**src/rtl/serdac_frame_rx.sv**
```systemverilog
module serdac_frame_rx #(
  parameter int CODE_W  = 12,
  parameter int FRAME_W = 16
) (
  input  logic              clk,
  input  logic              rst_n,
  input  logic              sclk_in,
  input  logic              csn_in,
  input  logic              sdi_in,
  output logic [CODE_W-1:0] dac_code,
  output logic [1:0]        pd_mode,
  output logic              out_en,
  output logic              upd_strobe
);
  localparam int CNT_W   = $clog2(FRAME_W + 1);
  localparam int CODE_HI = FRAME_W - 3;

  logic [1:0] sclk_ff, csn_ff, sdi_ff;
  logic       sclk_d, csn_d;

  always_ff @(posedge clk or negedge rst_n) begin
    if (!rst_n) begin
      sclk_ff <= 2'b00;
      csn_ff  <= 2'b11;
      sdi_ff  <= 2'b00;
      sclk_d  <= 1'b0;
      csn_d   <= 1'b1;
    end else begin
      sclk_ff <= {sclk_ff[0], sclk_in};
      csn_ff  <= {csn_ff[0], csn_in};
      sdi_ff  <= {sdi_ff[0], sdi_in};
      sclk_d  <= sclk_ff[1];
      csn_d   <= csn_ff[1];
    end
  end

  wire sclk_s    = sclk_ff[1];
  wire csn_s     = csn_ff[1];
  wire sdi_s     = sdi_ff[1];
  wire sclk_fall = sclk_d & ~sclk_s;
  wire csn_fall  = csn_d & ~csn_s;

  logic                 armed;
  logic [CNT_W-1:0]     bit_cnt;
  logic [FRAME_W-2:0]   shreg;
  logic [FRAME_W-1:0]   shift_nxt;
  logic                 last_bit;

  assign shift_nxt = {shreg, sdi_s};
  assign last_bit  = armed & sclk_fall & (bit_cnt == CNT_W'(FRAME_W - 1));
  assign out_en    = (pd_mode == 2'b00);

  always_ff @(posedge clk or negedge rst_n) begin
    if (!rst_n) begin
      armed      <= 1'b0;
      bit_cnt    <= '0;
      shreg      <= '0;
      dac_code   <= '0;
      pd_mode    <= 2'b00;
      upd_strobe <= 1'b0;
    end else begin
      upd_strobe <= 1'b0;
      if (csn_s) begin
        armed   <= 1'b0;
        bit_cnt <= '0;
        shreg   <= '0;
      end else if (csn_fall) begin
        armed   <= 1'b1;
        bit_cnt <= '0;
        shreg   <= '0;
      end else if (armed && sclk_fall) begin
        shreg   <= shift_nxt[FRAME_W-2:0];
        bit_cnt <= bit_cnt + 1'b1;
        if (last_bit) begin
          armed      <= 1'b0;
          upd_strobe <= 1'b1;
          pd_mode    <= shift_nxt[FRAME_W-1 -: 2];
          if (shift_nxt[FRAME_W-1 -: 2] == 2'b00)
            dac_code <= shift_nxt[CODE_HI -: CODE_W];
        end
      end
    end
  end


  strobe_width_chk: assert property (@(posedge clk) disable iff (!rst_n)
    upd_strobe |=> !upd_strobe);


  code_hold_chk: assert property (@(posedge clk) disable iff (!rst_n)
    !$stable(dac_code) |-> upd_strobe);


  mode_hold_chk: assert property (@(posedge clk) disable iff (!rst_n)
    !$stable(pd_mode) |-> upd_strobe);


  pd_keeps_code_chk: assert property (@(posedge clk) disable iff (!rst_n)
    (upd_strobe && pd_mode != 2'b00) |-> $stable(dac_code));


  strobe_in_frame_chk: assert property (@(posedge clk) disable iff (!rst_n)
    upd_strobe |-> $past(!csn_s));
endmodule

```
**config.mk**
```make
export PLATFORM = sky130hd
export DESIGN_NAME = serdac_frame_rx
export DESIGN_NICKNAME = d
export VERILOG_FILES = /design/src/rtl/serdac_frame_rx.sv
export SDC_FILE = /design/constraint.sdc
export NUM_CORES = 1
export LEC_CHECK = 0
export BUFFER_PORTS_ARGS = -buffer_cell sky130_fd_sc_hd__buf_2
export CORE_UTILIZATION = 35
export CTS_BUF_LIST = sky130_fd_sc_hd__clkbuf_2
export DETAILED_ROUTE_END_ITERATION = 16
export PLACE_DENSITY = 0.6
export SETUP_SLACK_MARGIN = 0.1
export SLEW_MARGIN = 20
export SYNTH_ARGS = -nofsm -noshare
export SYNTH_HDL_FRONTEND = slang
export SYNTH_SLANG_ARGS = --single-unit
```
**constraint.sdc**
```tcl
create_clock -name clk -period 2.7 [get_ports clk]
set_clock_uncertainty 0.2 [all_clocks]
set_input_delay 0.405 -clock clk [delete_from_list [all_inputs] [get_ports clk]]
set_output_delay 0.405 -clock clk [all_outputs]
set_load 0.01 [all_outputs]
```
# Yosys cells after proc, flatten, opt, wreduce, memory -nomap -nowiden
# Index checks and enable logic that the tools add are counted.
[word_totals]
register_bits = 44
latchBits = 0
ramBits = 0
rom_bits = 0
inputBits = 5
output_inout_bits = 16
wordCells = 42
n_memories = 0
[classes]
addsub = 1
n_mul = 0
div = 0
n_lt_le_gt_ge = 0
n_eq_ne = 1
shifts = 0
mux = 14
bitwise = 7
n_reduce_logical = 8
[ops]
columns = ["operator", "n"]
rows = [
  ["$mux W15", 3],
  ["$mux W5", 3],
  ["$mux W1", 8],
  ["$reduce_bool A3 Y1", 2],
  ["$add A5 B1 Y5 const B", 1],
  ["$eq A5 B4 Y1 const B", 1],
  ["$reduce_and A5 Y1", 1],
  ["$and A1 B1 Y1", 4],
  ["$logic_not A2 Y1", 2],
  ["$reduce_and A4 Y1", 1],
  ["$not A1 Y1", 3],
  ["$reduce_and A2 Y1", 1],
  ["$logic_and A1 B1 Y1", 1],
]

# Logic depth before layout (Yosys ltp)
[depth]
word_depth = 8
mapped_depth = 6
depth_no_buf = 6

# Least setup slack after synthesis
# OpenSTA, ideal clock, no wires.
[synth_path]
kind = "register to register"
start = "register bit_cnt[0]"
end = "register dac_code[0]"
setup_ns = 0.125
arrival_time_ns = 1.532
required_time_ns = 2.375
setup_slack_ns = 0.843
stages_incl_launch_ff = 7
path_cell_list = "dfrtp_1 > ha_1 > and3_1 > ha_1 > nand4_4 > buf_6 > mux2_4"
[synth_between]
elab_chain_len = 3
[synth_rtl]
columns = ["item", "line", "rtl"]
rows = [
  ["from (decl)", "44", "logic [CNT_W-1:0] bit_cnt;"],
  ["from (signal assigned)", "73", "bit_cnt <= bit_cnt + 1'b1;"],
  ["$eq A5 B4 Y1", "50", "assign last_bit = armed & sclk_fall & (bit_cnt == CNT_W'(FRAME_W - 1));"],
  ["$and A1 B1 Y1", "50", ""],
  ["$reduce_and A5 Y1 (no source line)", "-", ""],
  ["to (signal assigned)", "79", "dac_code <= shift_nxt[CODE_HI -: CODE_W];"],
  ["to (decl)", "10", "output logic [CODE_W-1:0] dac_code,"],
]
# Every way passes these cells.
# A chain may end at the register's enable or synchronous reset.

# Worst setup path after layout
[layout_path]
start = "register bit_cnt[0]"
end = "register dac_code[3]"
# Same word-level chain as after synthesis.

==> impl_metrics.prom <==
# TYPE chip_impl_metric gauge
chip_impl_info{name="run_status",value="finished with violations"} 1
chip_impl_info{name="violations",value="design-rule violations"} 1
chip_impl_metric{name="synthesis.yosys.warnings",unit=""} 0
chip_impl_metric{name="finish.net_count",unit=""} 142
chip_impl_metric{name="final-setup-viol-count",unit=""} 0
chip_impl_metric{name="cts-hold-fix-buffers",unit=""} 4
chip_impl_info{name="worst_hold_path_type",value="reg -> reg"} 1
chip_impl_metric{name="numClockSinks",unit=""} 44
chip_impl_info{name="critPathLaunchType",value="flop"} 1
chip_impl_metric{name="final-max-slew-violation-count",unit=""} 0
chip_impl_metric{name="dr_total_vias",unit=""} 959
chip_impl_metric{name="antennaDiodeCount",unit=""} 0
chip_impl_info{name="timing.setup.critical_path_class",value="reg -> reg"} 1
chip_impl_metric{name="post_synth_edffs",unit=""} 0
chip_impl_metric{name="gpl.final_weighted_congestion",unit=""} 0.793
chip_impl_metric{name="power_per_cell_area",unit="nW/µm²"} 566
chip_impl_metric{name="cellLeakagePower",unit="nW"} 1.00
chip_impl_metric{name="min_period_over_period",unit="%"} 74.2
chip_impl_metric{name="critical-path-max-stage-delay",unit="ns"} 0.45
chip_impl_metric{name="viasPerCell",unit=""} 5.10
chip_impl_metric{name="dp.final_hpwl",unit="µm"} 1730
chip_impl_metric{name="hold_viol_final",unit=""} 0
chip_impl_metric{name="crit_arrival",unit="ns"} 2.14
chip_impl_metric{name="synth.yosys.seq_area_share",unit="%"} 65.7
chip_impl_metric{name="global_route_wire_length_before_repair",unit="µm"} 4550
chip_impl_metric{name="cts.repair.resized",unit=""} 0
chip_impl_metric{name="grt.total_usage",unit="%"} 12.0
chip_impl_metric{name="fp.dieArea",unit="µm²"} 5080
chip_impl_metric{name="drc",unit=""} 1
chip_impl_metric{name="clock.fmax",unit="MHz"} 499
chip_impl_info{name="ys.flop_type",value="dfrtp_1"} 1
chip_impl_info{name="hold_start",value="csn_ff[0]$_DFF_PN1_"} 1
chip_impl_metric{name="layout_min_cycle_time",unit="ns"} 2.00
chip_impl_metric{name="worstMarginPinSlew",unit="ns"} 0.921
chip_impl_info{name="cts-root-buf",value="clkbuf_2"} 1
chip_impl_metric{name="yosys_register_bits",unit=""} 44
chip_impl_info{name="layout.cells.most_common_list",value="41 x dfrtp_1, 20 x buf_2, 16 x a22o_1, 10 x mux2_4"} 1
chip_impl_metric{name="num_io_pins",unit=""} 21
chip_impl_info{name="critical_path_s_most_frequent_cell",value="ha_1"} 1
chip_impl_metric{name="ys_async_sr_fraction",unit="%"} 100
chip_impl_metric{name="global_route.overflow_total",unit=""} 0
chip_impl_metric{name="cts.htree.levels",unit=""} 2
chip_impl_info{name="critical_path.slowest_cell",value="dfrtp_1"} 1
chip_impl_info{name="grt_setup_unrepaired",value="false"} 1
chip_impl_metric{name="place.port_buffers",unit=""} 20
chip_impl_metric{name="number_of_global_route_vias_before_repair",unit=""} 1003
chip_impl_metric{name="drtPass1Iterations",unit=""} 10
chip_impl_info{name="tritoncts_clock_tree",value="yes"} 1
chip_impl_metric{name="count_of_maximum_capacitance_violations",unit=""} 0
chip_impl_metric{name="final.fill_count",unit=""} 402
chip_impl_metric{name="placementRows",unit=""} 24
chip_impl_info{name="critical_path.top_delay_family",value="simple AND/OR/NAND/NOR gates"} 1
chip_impl_metric{name="setup_tns",unit="ns"} 0
chip_impl_metric{name="clkSlewWorstSetupHoldPaths",unit="ns"} 0.22
chip_impl_metric{name="areaGrowthSynthToFinish",unit="%"} 14.3
chip_impl_info{name="endpoint_kind",value="flop"} 1
chip_impl_metric{name="die_width",unit="µm"} 71.3
chip_impl_info{name="reg2reg_from",value="bit_cnt[0]$_DFFE_PN0P_"} 1
chip_impl_info{name="startpoint",value="bit_cnt[0]$_DFFE_PN0P_"} 1
chip_impl_metric{name="numCtsBuffers",unit=""} 5
chip_impl_metric{name="worst_slew_margin_rel",unit="%"} 38.6
chip_impl_metric{name="cts-root-to-sink-buffers",unit=""} 2
chip_impl_metric{name="placeableCoreArea",unit="µm²"} 4470
chip_impl_metric{name="post_syn_nets",unit=""} 116
chip_impl_metric{name="p_total",unit="mW"} 1.09
chip_impl_metric{name="postSynthCellCount",unit=""} 109
chip_impl_metric{name="routed_wl",unit="µm"} 2670
chip_impl_metric{name="synth_unique_cells",unit=""} 25
chip_impl_metric{name="synth_area_per_cell",unit="µm²"} 15.4
chip_impl_metric{name="required_time_at_the_worst_slack_endpoint",unit="ns"} 2.83
chip_impl_metric{name="critical_path.max_fanout",unit=""} 12
chip_impl_metric{name="post_cts_setup_repair_buffer_count",unit=""} 0
chip_impl_metric{name="cp.buffers_inverters",unit=""} 0
chip_impl_metric{name="peakVddDrop",unit="µV"} 359
chip_impl_metric{name="initial_drt_markers",unit=""} 51
chip_impl_metric{name="netlist_area",unit="µm²"} 1680
chip_impl_metric{name="routedWlPerCell",unit="µm"} 14.2
chip_impl_metric{name="die_height",unit="µm"} 71.3
chip_impl_info{name="most_common_cell_after_layout_fill_and_taps_aside",value="dfrtp_1"} 1
chip_impl_metric{name="remaining_antenna_violation_count",unit=""} 0
chip_impl_metric{name="drive_above_1_share",unit="%"} 34.6
chip_impl_info{name="crit_path_cell_chain",value="ha_1 -> and3_1 -> ha_1 -> nand4_4 -> mux2_4"} 1
chip_impl_metric{name="layout.core_utilization",unit="%"} 42.9
chip_impl_metric{name="grt_antenna_before_repair",unit=""} 0
chip_impl_metric{name="grt_max_degree",unit=""} 45
chip_impl_metric{name="clk-insertion-delay-late",unit="ns"} 0.43
chip_impl_metric{name="floorplan.initialDensity",unit="%"} 37.6
[metrics by stage]
stage	area (µm²)	cells	hold slack, ns	setup slack, ns
after floorplan	1680	109	-0.0906	0.843
after global placement	1810	176	0.137	0.780
after detailed placement	1810	176	0.136	0.700
final	1920	188	0.171	0.696
after global routing	1920	188	0.182	0.619
after CTS	1920	188	0.172	0.685
[final timing paths]
kind,to,slack (ns),cells after the start
max in group asynchronous,shreg[0]$_DFFE_PN0P_,1.31,2
setup reg to reg,dac_code[3]$_DFFE_PN0P_,0.70,5
setup / recovery,dac_code[3]$_DFFE_PN0P_,0.70,5
hold / removal,csn_ff[1]$_DFF_PN1_,0.17,0
min in group asynchronous,dac_code[11]$_DFFE_PN0P_,0.41,2
hold reg to reg,csn_ff[1]$_DFF_PN1_,0.17,0
[cell usage after synthesis (2+ instances only)]
library cell	n	area share [%]
dfrtp_1	41	61
mux2_2	3	2.0
ha_1	2	1.5
a21oi_1	3	0.89
nor2_1	5	1.1
nand3_1	2	0.60
a22o_1	16	8.3
buf_2	2	0.60
buf_4	2	0.89
o21ai_0	2	0.60
or3_1	2	0.74
nor2_4	2	1.3
mux2_4	10	8.9
dfstp_2	3	4.7
inv_1	3	0.67
nand3b_1	2	0.89
[per-layer routing]
layer,vias up,GRT usage (%),routed length (µm)
li1,451,-,-
met1,477,15.2,1290
met2,24,18.2,1220
met3,7,3.38,104
met4,0,8.00,62
met5,-,0,0
[registers in the layout (all words and copies together) (netlist names)]
| signal | flops |
|---|---|
| sclk_d | 1 |
| upd_strobe | 1 |
| sdi_ff | 2 |
| dac_code | 12 |
| csn_ff | 2 |
| csn_d | 1 |
| sclk_ff | 2 |
| pd_mode | 2 |
| shreg | 15 |
| armed | 1 |
| bit_cnt | 5 |
[cell families after synthesis]
family,Yosys count,synth area share (%)
AO/OA/AOI/OAI,22,10.3
buffers and inverters,8,2.83
XOR/XNOR,1,0.521
adder cells (fa/ha/maj),2,1.49
multiplexers,14,11.6
flip-flops,44,65.7
AND/OR/NAND/NOR,18,7.52
[power by group]
part           switching (mW)  total (mW)  internal (mW)
Clock                   0.221       0.381          0.159
Sequential            0.00438       0.674          0.670
Combinational          0.0239      0.0332        0.00935
Total                   0.250        1.09          0.838
[worst register-to-register path, stage by stage, from the launching register on]
cell	delay, ns
dfrtp_1	0.45
ha_1	0.18
and3_1	0.16
ha_1	0.23
nand4_4	0.30
mux2_4	0.40
[cell type report]
cell class | count | area [µm²] | area share, %
sequential | 44 | 1100 | 57.5
inverter | 3 | 11.3 | 0.586
clock inverter | 3 | 46.3 | 2.41
clock buffer | 5 | 25.0 | 1.30
multi-input combinational | 57 | 528 | 27.5
tap | 52 | 65.1 | 3.39
timing repair buffer | 24 | 140 | 7.30
(Power assumes the default switching activity.)
